[config.mk]
export PLATFORM = sky130hd
export DESIGN_NAME = tp_cfg_slave
export DESIGN_NICKNAME = d
export VERILOG_FILES = /design/src/rtl/tp_cfg_pkg.sv /design/src/rtl/tp_sync.sv /design/src/rtl/tp_phase.sv /design/src/rtl/tp_regfile.sv /design/src/rtl/tp_cfg_slave.sv
export SDC_FILE = /design/constraint.sdc
export NUM_CORES = 1
export LEC_CHECK = 0
export ABC_AREA = 1
export BUFFER_PORTS_ARGS = -buffer_cell sky130_fd_sc_hd__buf_4
export CAP_MARGIN = 25
export CORE_ASPECT_RATIO = 1.4
export CORE_UTILIZATION = 49
export DETAILED_ROUTE_END_ITERATION = 6
export PLACE_DENSITY = 0.72
export SETUP_SLACK_MARGIN = 0.4
export SYNTH_ARGS = -nofsm -noshare
export SYNTH_HDL_FRONTEND = slang
export SYNTH_SLANG_ARGS = --single-unit
[constraint.sdc]
create_clock -name clk -period 1.4 [get_ports clk]
set_input_delay 0.28 -clock clk [delete_from_list [all_inputs] [get_ports clk]]
set_output_delay 0.28 -clock clk [all_outputs]
set_load 0.05 [all_outputs]
[src/rtl/tp_cfg_pkg.sv]
package tp_cfg_pkg;
  localparam int unsigned MAX_LANES = 4;
  localparam logic [7:0] CODE_NORMAL  = 8'h00;
  localparam logic [7:0] CODE_CLKLANE = 8'h34;
  localparam logic [7:0] CODE_SETTLE  = 8'h75;

  // data-lane register codes; the gaps between them are not regular
  function automatic logic [7:0] lane_code(int unsigned idx);
    case (idx)
      0:       lane_code = 8'h44;
      1:       lane_code = 8'h54;
      2:       lane_code = 8'h84;
      3:       lane_code = 8'h94;
      default: lane_code = 8'h44;
    endcase
  endfunction

  function automatic logic code_known(logic [7:0] c, int unsigned lanes);
    logic hit;
    hit = (c == CODE_CLKLANE) || (c == CODE_SETTLE);
    for (int unsigned i = 0; i < MAX_LANES; i++)
      if (i < lanes && c == lane_code(i)) hit = 1'b1;
    code_known = hit;
  endfunction
endpackage

[src/rtl/tp_sync.sv]
module tp_sync #(
  parameter int unsigned W = 1,
  parameter logic [W-1:0] RST_VAL = '0
) (
  input  logic         clk,
  input  logic         rst_n,
  input  logic [W-1:0] d,
  output logic [W-1:0] q
);
  logic [W-1:0] meta_q;
  logic [W-1:0] hold_q;

  always_ff @(posedge clk or negedge rst_n) begin
    if (!rst_n) begin
      meta_q <= RST_VAL;
      hold_q <= RST_VAL;
    end else begin
      meta_q <= d;
      hold_q <= meta_q;
    end
  end

  assign q = hold_q;
endmodule

[src/rtl/tp_phase.sv]
module tp_phase #(
  parameter int unsigned DW = 8
) (
  input  logic          clk,
  input  logic          rst_n,
  input  logic          strobe_s,
  input  logic          aen_s,
  input  logic          clr_s,
  input  logic [DW-1:0] din_s,
  output logic          cap_evt,
  output logic          wr_evt,
  output logic [DW-1:0] code_q
);
  logic strobe_d;
  logic fall, rise;

  always_ff @(posedge clk or negedge rst_n) begin
    if (!rst_n) strobe_d <= 1'b1;
    else        strobe_d <= strobe_s;
  end

  assign fall    = strobe_d & ~strobe_s;
  assign rise    = ~strobe_d & strobe_s;
  assign cap_evt = fall & aen_s & ~clr_s;
  assign wr_evt  = rise & ~aen_s & ~clr_s;

  always_ff @(posedge clk or negedge rst_n) begin
    if (!rst_n)       code_q <= '0;
    else if (clr_s)   code_q <= '0;
    else if (cap_evt) code_q <= din_s;
  end
endmodule

[src/rtl/tp_regfile.sv]
module tp_regfile
  import tp_cfg_pkg::*;
#(
  parameter int unsigned DW    = 8,
  parameter int unsigned LANES = 4
) (
  input  logic                clk,
  input  logic                rst_n,
  input  logic                clr_s,
  input  logic                wr_evt,
  input  logic [DW-1:0]       code,
  input  logic [DW-1:0]       wdata,
  output logic [DW-1:0]       clk_lane_q,
  output logic [DW-1:0]       settle_q,
  output logic [LANES*DW-1:0] lane_vec,
  output logic [DW-1:0]       rdata
);
  logic hit_clk, hit_settle;
  logic [LANES-1:0] hit_lane;

  assign hit_clk    = (code == DW'(CODE_CLKLANE));
  assign hit_settle = (code == DW'(CODE_SETTLE));

  always_ff @(posedge clk or negedge rst_n) begin
    if (!rst_n)                  clk_lane_q <= '0;
    else if (clr_s)              clk_lane_q <= '0;
    else if (wr_evt && hit_clk)  clk_lane_q <= wdata;
  end

  always_ff @(posedge clk or negedge rst_n) begin
    if (!rst_n)                    settle_q <= '0;
    else if (clr_s)                settle_q <= '0;
    else if (wr_evt && hit_settle) settle_q <= wdata;
  end

  for (genvar i = 0; i < LANES; i++) begin : g_lane
    logic [DW-1:0] lane_q;
    assign hit_lane[i] = (code == DW'(lane_code(i)));
    always_ff @(posedge clk or negedge rst_n) begin
      if (!rst_n)                    lane_q <= '0;
      else if (clr_s)                lane_q <= '0;
      else if (wr_evt && hit_lane[i]) lane_q <= wdata;
    end
    assign lane_vec[i*DW +: DW] = lane_q;
  end

  always_comb begin
    rdata = '0;
    if (hit_clk)    rdata = clk_lane_q;
    if (hit_settle) rdata = settle_q;
    for (int i = 0; i < LANES; i++)
      if (hit_lane[i]) rdata = lane_vec[i*DW +: DW];
  end
endmodule

[src/rtl/tp_cfg_slave.sv]
module tp_cfg_slave
  import tp_cfg_pkg::*;
#(
  parameter int unsigned DW    = 8,
  parameter int unsigned LANES = 4
) (
  input  logic                clk,
  input  logic                rst_n,
  input  logic                tp_clk_i,
  input  logic                tp_aen_i,
  input  logic [DW-1:0]       tp_din_i,
  input  logic                tp_clr_i,
  output logic [DW-1:0]       tp_dout_o,
  output logic [DW-1:0]       clk_lane_ctl_o,
  output logic [LANES*DW-1:0] lane_ctl_o,
  output logic [DW-1:0]       settle_ctl_o
);
  localparam int unsigned SW = DW + 3;
  localparam logic [SW-1:0] SYNC_RST = SW'(1) << DW; // strobe idles high

  logic [SW-1:0] raw_bus, sync_bus;
  logic          strobe_s, aen_s, clr_s;
  logic [DW-1:0] din_s;
  logic          cap_evt, wr_evt;
  logic [DW-1:0] code_q;

  assign raw_bus = {tp_clr_i, tp_aen_i, tp_clk_i, tp_din_i};

  tp_sync #(.W(SW), .RST_VAL(SYNC_RST)) u_sync (
    .clk(clk), .rst_n(rst_n), .d(raw_bus), .q(sync_bus)
  );

  assign din_s    = sync_bus[DW-1:0];
  assign strobe_s = sync_bus[DW];
  assign aen_s    = sync_bus[DW+1];
  assign clr_s    = sync_bus[DW+2];

  tp_phase #(.DW(DW)) u_phase (
    .clk(clk), .rst_n(rst_n), .strobe_s(strobe_s), .aen_s(aen_s),
    .clr_s(clr_s), .din_s(din_s), .cap_evt(cap_evt), .wr_evt(wr_evt),
    .code_q(code_q)
  );

  tp_regfile #(.DW(DW), .LANES(LANES)) u_regs (
    .clk(clk), .rst_n(rst_n), .clr_s(clr_s), .wr_evt(wr_evt),
    .code(code_q), .wdata(din_s), .clk_lane_q(clk_lane_ctl_o),
    .settle_q(settle_ctl_o), .lane_vec(lane_ctl_o), .rdata(tp_dout_o)
  );
endmodule

Word-level counts from Yosys, hierarchy flattened
Index checks and enable logic that the tools add are counted.

cells by class
  multiplexer cells = 20
  reductions and logical operators = 13
  bitwise operators = 10
  equality and inequality tests = 6

operators by type and width
  cell                  count
  $mux W8               20
  $eq A8 B7 Y1 const B  3
  $eq A8 B8 Y1 const B  2
  $reduce_bool A2 Y1    7
  $eq A8 B6 Y1 const B  1
  $and A1 B1 Y1         6
  $logic_and A1 B1 Y1   6
  $not A1 Y1            4

storage, ports and cells
  output and inout port bits = 56
  register bits = 79
  logic and storage cells = 59

Depth between registers and ports, before layout
Gate-level depths: netlist of the first run.

  word-level depth = 7
  gate-level depth with buffers = 10
  depth with buffers taken out = 9

Modules after synthesis
From an unflattened synthesis of the first run, not the netlist that was laid out.

unflattened totals
  cell total of the unflattened synthesis = 374
  area total of the unflattened synthesis = 3410.8 um2

by module, submodules not included
  module      cells each  area an instance (um2)  instances
  tp_regfile  310         2468.6                  1
  tp_sync     22          553.0                   1
  tp_phase    42          389.1                   1

Worst setup path before layout of the first run
No wires, ideal clock.

  path kind = register -> output
  from = register u_phase.code_q[4]
  to = output tp_dout_o[0]
  stages on the path, launching flop included = 9
  data required time = 1120 ps
  path slack = -278 ps
  arrival time = 1398 ps
  cell sequence = dfrtp_1 > inv_1 > nor2_1 > nand2_1 > inv_1 > nand2_1 > inv_1 > nand2_1 > nand4_1

on the way
  word-level cells in the longest chain between the ends = 7

RTL lines
  item                    line                text
  start, declared         tp_phase.sv:12      output logic [DW-1:0] code_q
  start signal, assigned  tp_phase.sv:30      else if (cap_evt) code_q <= din_s;
  $eq A8 B6 Y1            tp_regfile.sv:21    assign hit_clk = (code == DW'(CODE_CLKLANE));
  $mux W8                 tp_regfile.sv:49    if (hit_clk) rdata = clk_lane_q;
  $mux W8                 tp_regfile.sv:50    if (hit_settle) rdata = settle_q;
  $mux W8 (3 in series)   tp_regfile.sv:52    if (hit_lane[i]) rdata = lane_vec[i*DW +: DW];
  $mux W8 (*)             tp_regfile.sv:52
  end, declared           tp_cfg_slave.sv:13  output logic [DW-1:0] tp_dout_o,

Mark *: on every way between the ends. The rest lies on a longest branch, timed or not.

Worst setup path after layout of the first run
  from = register u_phase.code_q[2]
  to = output tp_dout_o[1]

Same word-level chain as after synthesis.

==> results by group, run 1 <==
Power and ir drop
  – Power Total: ~0.0054 W
  – Peak VDD IR: 1007 uV
  – Leak Pwr: between 2 and 3 nW
  – PwrDens: 978.3 mW/mm^2

Drt
  – Initial DRT Pass Iterations: 5
  – Routed Antenna Nets: 0
  – Drt via density: between 5 and 6
  – WL met1: about 4.5 mm
  – Vias: between 3,000 and 4,000
  – Final wirelength: about 12 mm
  – DRC: 0
  – Post-DR wirelength/cell: 20.62 um
  – DRC violation total after the first TritonRoute iteration: 313
  – WL met3: just over 800 um
  – Routed wl met2: 6.262 mm
  – Highest metal used: met4

Logic synthesis
  – Area of the mapped netlist: 0.003428 sq mm
  – Net Count, Synth: between 300 and 400
  – FF+latch count, synth: 79
  – Warnings from Yosys: 0
  – Post-synthesis cell type count: 25
  – Synthesized instance count: ~360
  – Sequential fraction of the synthesis area: between 50 and 60%
  – Syn_area_per_cell: around 9.4 sq um

CTS
  – CTS Buf Count: 9
  – Clock buffer depth: 2
  – Reg clk slew, reported paths: around 0.08 ns
  – H-Tree Level Count: 3
  – Clk sinks: 79
  – CTS tree: done
  – Skew-Pair Late Insertion Delay: around 0.35 ns
  – Root buf cell: clkbuf_8

STA
  – Fmax: around 460 MHz
  – Pins Over Slew Limit: 0
  – Worst Tran Pin Value: 0.4201 ns
  – Fin. Hold Viols: 0
  – Final setup fails: 57
  – Setup ws final: -0.7658 ns
  – RSZ-0062 raised after global routing: true
  – Max_slew headroom: between 70 and 80%
  – Setup Skew: 0.01373 ns
  – Hold_ws: 0.02992 ns
  – Period utilisation layout: 154.7%
  – Final min period: roughly 2.2 ns

Placement
  – DP HPWL: ~6.3 mm
  – I/O Buffers: between 60 and 70
  – Placer congestion estimate: roughly 0.9

Critical path
  – Critical Path End Type: output pin
  – Crit path max fanout: 4
  – Worst Setup Path Type: reg2out
  – Worst path arrival time: 1.89 ns
  – Worst Path Required: about 1.1 ns
  – Critical path startpoint category: register

Final layout
  – Most common cell after layout, fill and taps aside: dfrtp_1
  – Nets: slightly above 500
  – Final Core Density: around 84%
  – Share of post-route cells with drive strength above 1: between 50% and 60%
  – Area Growth Syn to Fin: 62.23%
  – Most frequent cells in the layout: dfrtp_1 (71), buf_6 (68), nand2_1 (59)
  – Diode count: 0

Run
  – Max cap viols: 0

Die
  – Starting Density: approximately 52%
  – Die W: just over 70 um
  – Num ports: between 60 and 70
  – Core Footprint: approximately 0.0067 sq mm
  – Die Y: ~100 um
  – Row cnt: 35
  – Total Die Area: roughly 0.0073 sq mm

GRT
  – Initial antenna violation count: 0
  – First-pass GRT wire length: roughly 15 mm
  – Largest net degree at the start of global routing: 80
  – Vias in the first global route: about 3,100
  – Grt total ovfl: 0
  – GRT Total Usage: 28.70%

Outcome
  – Failing checks: setup timing
  – Status: complete, but fails checks

Hold path
  – Worst min-delay path class: in2reg
layer usage:
layer | GRT usage, % | vias to the layer above
met5 | 0 | -
li1 | - | 1444
met1 | 35.85 | 1705
met3 | 4.200 | 71
met2 | 48.45 | 208
met4 | 13.88 | 0
cell families (layout without fill, tap and decap cells):
logic type,Yosys count,in the layout,synth area share (%)
DFF,79,79,57.77
AOI/OAI and AO/OA,60,60,11.17
buffers and inverters,52,191,6.971
and+or+nand+nor,172,175,24.09
synthesized netlist by cell type:
cell,count,area [sq um]
nand2_1,98,367.9
dfrtp_1,76,1902
inv_1,40,150.1
o21ai_0,30,150.1
nor2_1,24,90.09
nand3_1,21,105.1
o21ai_2,16,140.1
o21ai_1,11,55.05
nand4_1,8,50.05
inv_2,5,18.77
buf_6,4,45.04
nand2_2,4,25.02
nor2_2,4,25.02
nor2_4,4,45.04
dfstp_2,3,78.83
nand2_4,3,33.78
nand3_2,3,30.03
o21ai_4,2,32.53
a21oi_1,1,5.000
buf_4,1,7.510
clkbuf_1,1,3.750
clkbuf_8,1,13.76
nand3_4,1,17.52
nor2_8,1,20.02
nor3_4,1,16.27
worst paths after layout:
check | from | end | slack [ns] | depth (start not counted)
max reg2reg | u_phase.code_q[2] | u_phase.code_q[2] | -0.48 | 12
max in group asynchronous | rst_n | u_sync.meta_q[8] | 0.55 | 3
min | tp_din_i[2] | u_sync.meta_q[2] | 0.03 | 1
min in group asynchronous | rst_n | u_regs.settle_q[1] | 0.48 | 3
max | u_phase.code_q[2] | tp_dout_o[1] | -0.77 | 8
min reg2reg | u_sync.meta_q[7] | u_sync.q[7] | 0.35 | 0
final cells by class:
type	instances	area [sq um]
clock inverters	3	68.82
repair inverters	1	8.758
flip-flops and latches	79	1987
well taps	92	115.1
multi-input cells	235	1599
inverters	45	196.4
repair buffers	130	1451
clock buffers	12	135.1
fillers	350	1095
power by group:
part	leakage (nW)	internal [W]	switching, W	total, W
Sequential	1.01	0.00239	0.000115	0.00251
Combinational	1.54	0.000437	0.000664	0.00110
Clock	0.101	0.00100	0.000831	0.00183
critical path: stages (launching register included):
cell	delay (ns)
dfrtp_1	0.52
inv_2	0.09
nor2_1	0.15
nand2_1	0.11
nor2_4	0.13
buf_4	0.15
nand2_1	0.06
nand4_1	0.13
buf_6	0.18
flip-flops by register name (all words and copies together), names as in the netlist:
name / flops
u_phase.strobe_d: 1
u_regs.settle_q: 8
u_phase.code_q: 8
u_sync.q: 11
u_regs.g_lane.lane_q: 32
u_regs.clk_lane_q: 8
u_sync.meta_q: 11
repair_timing:
action,in CTS,in global routing
gates resized for setup,125,76
hold buffers,1,0
pin swaps,13,15
cloned,2,5
setup buffers,19,11
hold endpoints to repair,76,0
endpoints found under the setup margin,112,112
stage by stage:
step	setup TNS (ns)	instance area, sq um	cells	setup WS (ns)
floorplan	-2.093	3520	363	-0.2621
global placement	-4.919	4344	544	-0.3059
detailed placement	-5.255	4344	544	-0.2992
CTS	-8.116	5147	581	-0.5927
global route	-18.63	5562	597	-0.8016
finish	-17.15	5562	597	-0.7658
No activity file was read; power rests on OpenSTA's default activity.
==> run 2, diff against run 1 <==
ABC_AREA = not set   (was 1)
CORE_UTILIZATION = 51   (was 49)
CTS_BUF_LIST = sky130_fd_sc_hd__clkbuf_8   (was not set)
PLACE_DENSITY = 0.75   (was 0.72)
==> run 2 against run 1 <==
The flow still finishes with violations (setup timing). Total power shrank 9.2%. Die area down 3.5%. Core utilization is 4.5 points higher. Combinational power down 34%. Global-route usage rose by 4.8 points. Highest routed layer unchanged. Worst setup slack got worse by 0.17 ns. Clock skew is 0.00059 ns lower. Routed wire length is 11% higher. Largest cell class unchanged.
==> results by group, run 2 <==
Drt
  – Vias: roughly 3,500
  – Drt via density: roughly 6.5
  – DRC: 0
  – DRC violation total after the first TritonRoute iteration: between 400 and 500
  – Final wirelength: 13.67 mm
  – Initial DRT Pass Iterations: 5
  – Post-DR wirelength/cell: between 20 and 30 um
  – Routed Antenna Nets: 0

Logic synthesis
  – Area of the mapped netlist: ~0.0034 sq mm
  – Largest cells by area after synthesis: dfrtp_1 (55%), mux2i_1 (14%), nor2_1 (6.7%)
  – Post-synthesis mux area share: between 10% and 20%
  – Compound-Gate Fraction of Synth Area: about 10%
  – EDFF count, synth: 0
  – FF+latch count, synth: 79
  – Top-count cell post-synth: dfrtp_1
  – Yosys top cell by area: dfrtp_1
  – Post-Synth Adder-Cell Area: 0%
  – Synth Area in XOR/XNOR: 0%
  – Largest family of logic cells by synthesized area: simple AND/OR/NAND/NOR gates
  – Ys async rst share: 100.0%
  – Simple-Gate Fraction of Synth Area: 15.85%
  – Synthesized instance count: 301
  – Sequential fraction of the synthesis area: between 50% and 60%
  – Syn_area_per_cell: between 10 and 15 sq um
  – Top-area cell type share of the netlist area: around 55%
  – Commonest cells post-synth: dfrtp_1 (76), nor2_1 (61), mux2i_1 (48)
  – Warnings from Yosys: 0
  – Post-synthesis cell type count: 35
  – Primary FF master, synth: dfrtp_1
  – Net Count, Synth: ~310

Critical path
  – Bufs and invs on worst path: 3
  – Reg-to-reg critical path endpoint: u_regs.g_lane[0].lane_q[4]
  – Worst Path Required: between 1 and 1.5 ns
  – R2r startpoint: u_phase.code_q[3]
  – Slowest-stage cell, CP: dfrtp_1
  – Critical Path End Type: output pin
  – Worst path cell trace: buf_4, nor2_1, buf_4, a22oi_1, nor2_1, a221o_2, buf_6
  – Critical path startpoint category: register
  – Worst Setup Path Type: reg2out
  – Crit path max fanout: 5
  – Family with the most delay on the worst path: compound AO/OA/AOI/OAI gates
  – Worst r2r path cells: 6
  – Delay of the slowest critical-path stage: roughly 0.44 ns
  – Worst path arrival time: roughly 2.1 ns
  – Reg2reg setup slack: -0.47 ns

Final layout
  – Most common cell after layout, fill and taps aside: dfrtp_1
  – Largest Register: u_regs.g_lane.lane_q
  – Share of post-route cells with drive strength above 1: just over 50%
  – Diode count: 0
  – Area Growth Syn to Fin: 68.04%
  – Max reg flops: 32
  – Final Core Density: approximately 88%
  – Nets: around 470
  – Most frequent cells in the layout: dfrtp_1 (71), buf_6 (61), nor2_1 (60)

Power and ir drop
  – Switching Fraction: slightly below 30%
  – Clk pwr share: roughly 36%
  – Peak VDD IR: between 900 and 1000 uV
  – Share of power burned in registers: between 40% and 50%
  – Leak Pwr: 2.822 nW
  – Int Power: approximately 0.0035 W
  – Logic pwr share: around 15%
  – Net Switching: 0.001455 W
  – PwrDens: between 800 and 900 mW/mm^2

Hold path
  – WHS Endpoint: u_sync.meta_q[4]
  – Worst min-delay path class: in2reg
  – Hold path depth: 1
  – Hold Path Origin: tp_din_i[4]

CTS
  – Skew-Pair Late Insertion Delay: ~0.37 ns
  – Reg clk slew, reported paths: 0.09 ns
  – Root buf cell: clkbuf_8
  – CTS tree: done
  – CTS Buf Count: 9
  – H-Tree Level Count: 3
  – Clock buffer depth: 2
  – Clk sinks: 79

STA
  – Final setup TNS: -24.34 ns
  – Fmax: approximately 430 MHz
  – Pins Over Slew Limit: 0
  – Max_slew headroom: between 60% and 70%
  – Hold_ws: ~0.014 ns
  – RSZ-0062 raised after global routing: true
  – Setup ws final: -0.9339 ns
  – Final setup fails: 56
  – Final min period: approximately 2.3 ns
  – Fin. Hold Viols: 0
  – Worst Tran Pin Value: about 0.49 ns
  – Setup Skew: approximately 0.013 ns
  – Period utilisation layout: 166.7%

GRT
  – Vias in the first global route: between 3,000 and 4,000
  – Largest net degree at the start of global routing: 37
  – GRT Total Usage: between 30% and 40%
  – Initial antenna violation count: 0
  – Grt total ovfl: 0
  – First-pass GRT wire length: roughly 17 mm

Outcome
  – Failing checks: setup timing
  – Status: complete, but fails checks

Die
  – Die Y: ~99 um
  – Starting Density: 52.38%
  – Total Die Area: 0.007084 sq mm
  – Die W: 71.42 um
  – Num ports: 69
  – Core Footprint: roughly 0.0066 sq mm
  – Row cnt: 35

Placement
  – I/O Buffers: 68
  – DP HPWL: 6.512 mm
  – Placer congestion estimate: between 0.8 and 0.9

Run
  – Max cap viols: 0
## run 2: cell count changes in the layout (fill, tap and decap cells not counted), moves of 21 or more
cell	previous run	this run
buf_8	5	34
mux2i_1	0	41
inv_1	29	2
o21ai_1	24	3
nor2_1	18	60
nand2_1	59	4
## run 2: worst max path at each step
stage	start	to	slack [ns]	cells past startpoint
after floorplan	u_phase.code_q[1]	tp_dout_o[2]	-0.37	5
after global placement	u_phase.code_q[7]	tp_dout_o[1]	-0.43	6
after detailed placement	u_phase.code_q[7]	u_regs.g_lane[0].lane_q[4]	-0.48	6
after CTS	u_phase.code_q[2]	tp_dout_o[6]	-0.80	6
after global routing	u_phase.code_q[0]	tp_dout_o[7]	-1.05	7
final	u_phase.code_q[0]	tp_dout_o[7]	-0.93	7
## run 2: metrics by stage
| stage | setup slack (ns) | area (sq um) | std cells | power [W] |
|---|---|---|---|---|
| 2_1_floorplan | -0.3692 | 3528 | 301 | 0.002710 |
| 3_3_place_gp | -0.4289 | 4642 | 496 | 0.002957 |
| 3_5_place_dp | -0.4812 | 4642 | 496 | 0.002971 |
| 4_1_cts | -0.7967 | 5499 | 519 | 0.004737 |
| 5_1_grt | -1.052 | 5782 | 533 | 0.005074 |
| 6_report | -0.9339 | 5782 | 533 | 0.004938 |
## run 2: area by class of cell
| type | count | area [sq um] |
|---|---|---|
| clock buffer | 9 | 123.9 |
| clock inverter | 7 | 72.57 |
| fill | 250 | 787.0 |
| inverter | 3 | 11.26 |
| multi-input combinational | 204 | 1657 |
| sequential | 79 | 1987 |
| tap | 74 | 92.59 |
| timing repair buffer | 157 | 1838 |
## run 2: cell families after synthesis
kind of cell           after synthesis
AO/OA/AOI/OAI                       51
buffers and inverters               18
flip-flops                          79
multiplexers                        48
AND/OR/NAND/NOR                    105
## run 2: power groups by stage
stage,Sequential (W),Combinational (W),Clock [W]
after global placement,0.00245,0.000511,0
after CTS,0.00242,0.000609,0.00171
final,0.00244,0.000726,0.00177
after floorplan,0.00243,0.000282,0
after global routing,0.00244,0.000756,0.00188
after detailed placement,0.00245,0.000519,0
## run 2: repair_timing
item | CTS | global route
setup endpoints to repair | 112 | 112
endpoints found under the hold margin | 21 | 0
hold buffers | 1 | 0
pin swaps | 17 | 12
gates resized for setup | 154 | 34
gates cloned | 1 | 2
buffers inserted | 5 | 12
## run 2: per-layer routing
metal | part of all wire [%] | up-vias | track usage [%] | wire length, um
met1 | 34 | 1737 | 40.34 | 4715
met5 | 0 | - | 0 | 0
met4 | 6.2 | 0 | 19.38 | 851
met2 | 52 | 265 | 55.60 | 7052
li1 | - | 1377 | - | -
met3 | 7.7 | 86 | 6.586 | 1048
==> run 3, diff against run 2 <==
--- a/config.mk
+++ b/config.mk
@@ -17,2 +17,3 @@
 export SYNTH_HDL_FRONTEND = slang
 export SYNTH_SLANG_ARGS = --single-unit
+export TNS_END_PERCENT = 5
==> constraint.sdc (replaced) <==
create_clock -name clk -period 1.4 [get_ports clk]
set_input_delay 0.28 -clock clk [delete_from_list [all_inputs] [get_ports clk]]
set_output_delay 0.28 -clock clk [all_outputs]
set_load 0.005 [all_outputs]
==> run 3 against run 2 <==
The flow still finishes with violations (setup timing). Die area is the same. Via count decreased by 15%. Non-clock buffer count shrank 28. First-iteration DRC count shrank 42%. Flip-flop and latch count stayed put. Worst hold slack improved by 0.0076 ns. Design area fell by 12%. Final cell count down 5.3%. Global-route usage is 4.9 points lower. Clock-buffer cell count rose by 1. Critical endpoint is now tp_dout_o[6].
==> results by group, run 3 (synthesis results as in run 2) <==
Outcome
  – Status: complete, but fails checks
  – Failing checks: setup timing

Run
  – Max cap viols: 0

CTS
  – H-Tree Level Count: 3
  – CTS tree: done
  – Reg clk slew, reported paths: about 0.08 ns
  – Clock buffer depth: 2
  – Skew-Pair Late Insertion Delay: ~0.36 ns
  – Root buf cell: clkbuf_8
  – Clk sinks: 79
  – CTS Buf Count: 9

STA
  – Worst Tran Pin Value: between 0.4 and 0.5 ns
  – Final setup fails: 56
  – Period utilisation layout: 157.9%
  – Final min period: about 2.2 ns
  – Setup ws final: -0.8105 ns
  – Fmax: about 450 MHz
  – Fin. Hold Viols: 0
  – Setup Skew: between 0.007 and 0.008 ns
  – RSZ-0062 raised after global routing: true
  – Pins Over Slew Limit: 0
  – Final setup TNS: -25.82 ns
  – Max_slew headroom: a little over 70%

Final layout
  – Area of the multi-input gates: around 0.0015 sq mm
  – Nets: ~440
  – Area Growth Syn to Fin: 47.31%
  – Reg area: around 0.0020 sq mm
  – FILL cells: between 400 and 500
  – Largest Register: u_regs.g_lane.lane_q
  – Most common cell after layout, fill and taps aside: dfrtp_1
  – Share of post-route cells with drive strength above 1: 39.91%
  – Most frequent cells in the layout: dfrtp_1 (73), buf_6 (69), nor2_1 (61)
  – Max reg flops: 32
  – Diode count: 0

Drt
  – Final wirelength: 9.552 mm
  – DRC: 0
  – Post-DR wirelength/cell: approximately 19 um
  – Routed Antenna Nets: 0
  – Initial DRT Pass Iterations: 5
  – Vias: approximately 2,900
  – Drt via density: about 5.8
  – DRC violation total after the first TritonRoute iteration: 250

Power and ir drop
  – Power Total: 0.004529 W
  – Leak Pwr: 2.563 nW
  – PwrDens: between 800 and 900 mW/mm^2
  – Peak VDD IR: between 800 and 900 uV

GRT
  – GRT Total Usage: 28.55%
  – Grt total ovfl: 0
  – First-pass GRT wire length: 15.14 mm
  – Vias in the first global route: between 2,000 and 3,000
  – Largest net degree at the start of global routing: 58
  – Initial antenna violation count: 0

Critical path
  – CP endpoint: tp_dout_o[6]
  – R2r startpoint: u_phase.code_q[7]
  – Delay of the slowest critical-path stage: about 0.44 ns
  – Worst Path Required: ~1.1 ns
  – Most frequent CP cell: buf_6
  – Reg2reg setup slack: -0.54 ns
  – Worst path cell trace: buf_6, nor3b_4, buf_6, a21oi_2, o211ai_1, a221o_1, buf_4
  – Reg-to-reg critical path endpoint: u_regs.g_lane[3].lane_q[6]
  – Worst Setup Path Type: reg2out
  – Critical path startpoint category: register
  – Bufs and invs on worst path: 3
  – Critical Path End Type: output pin
  – Worst setup path start: u_phase.code_q[7]
  – Worst r2r path cells: 9
  – Crit path max fanout: 7
  – Family with the most delay on the worst path: buffers and inverters
  – Worst path arrival time: 1.93 ns
  – CP Depth: 7
  – Slowest-stage cell, CP: dfrtp_1

Die
  – Row cnt: 35
  – Starting Density: 52.38%
  – Die W: slightly above 70 um
  – Core Footprint: roughly 0.0066 sq mm
  – Die Y: around 100 um
  – Total Die Area: 0.007084 sq mm
  – Num ports: between 60 and 70

Placement
  – Placer congestion estimate: between 0.9 and 1
  – I/O Buffers: 68
  – DP HPWL: between 6 and 7 mm
  – Place WS: -0.4393 ns

Hold path
  – Hold Path Origin: tp_din_i[6]
  – Worst min-delay path class: in2reg
## run 3: cell count changes in the layout (fill, tap and decap cells not counted), sizes merged
cell	before	now
buf	153	127
clkinv	4	1
clkinvlp	1	3
bufbuf	1	0
bufinv	1	0
clkbuf	11	10
dlygate4sd3	1	2
inv	4	5
## run 3: report_power, final
group          switching, W  internal [W]  leakage (nW)
Clock              0.000883      0.000715        0.0875
Combinational      0.000279      0.000238          1.44
Sequential        0.0000757       0.00234          1.04
Total               0.00124       0.00329          2.56
## run 3: metal layers
metal | wire (um) | part of all wire (%) | up-vias | GRT usage, %
li1 | - | - | 1313 | -
met1 | 3668 | 38 | 1456 | 34.29
met2 | 4984 | 52 | 141 | 49.16
met3 | 561 | 5.9 | 35 | 6.484
met4 | 338 | 3.5 | 0 | 11.85
met5 | 0 | 0 | - | 0
## run 3: worst min-delay path by stage
stage	end	slack, ns	cells past startpoint
final	u_sync.meta_q[6]	0.02	1
after global routing	u_sync.meta_q[7]	0.006	1
after CTS	u_sync.meta_q[9]	0.01	1
after detailed placement	u_regs.g_lane[3].lane_q[0]	0.20	1
after global placement	u_regs.g_lane[3].lane_q[0]	0.20	1
after floorplan	u_phase.code_q[0]	-0.02	0
## run 3: layout make-up
cell class / count / area share (%)
Sequential cell: 79 / 39.15
Multi-Input combinational cell: 204 / 29.28
Timing Repair Buffer: 129 / 25.80
Clock buffer: 10 / 2.715
Tap cell: 74 / 1.827
Clock inverter: 6 / 1.012
Inverter: 3 / 0.2222
## run 3: repair_timing
action | in CTS | in global routing
hold endpoints to repair | 16 | 1
resized for setup | 86 | 19
hold buffers | 1 | 1
buffers inserted | 6 | 2
pin swaps | 17 | 13
setup endpoints to repair | 112 | 112
## run 3: metrics by stage
stage | hold WS (ns) | util (%) | instances | area, sq um
global placement | 0.2041 | 67.37 | 479 | 4425
floorplan | -0.01559 | - | 301 | 3452
detailed placement | 0.2030 | 67.37 | 479 | 4425
global route | 0.005795 | 77.16 | 505 | 5069
finish | 0.02170 | 77.16 | 505 | 5069
CTS | 0.01393 | 75.56 | 502 | 4964
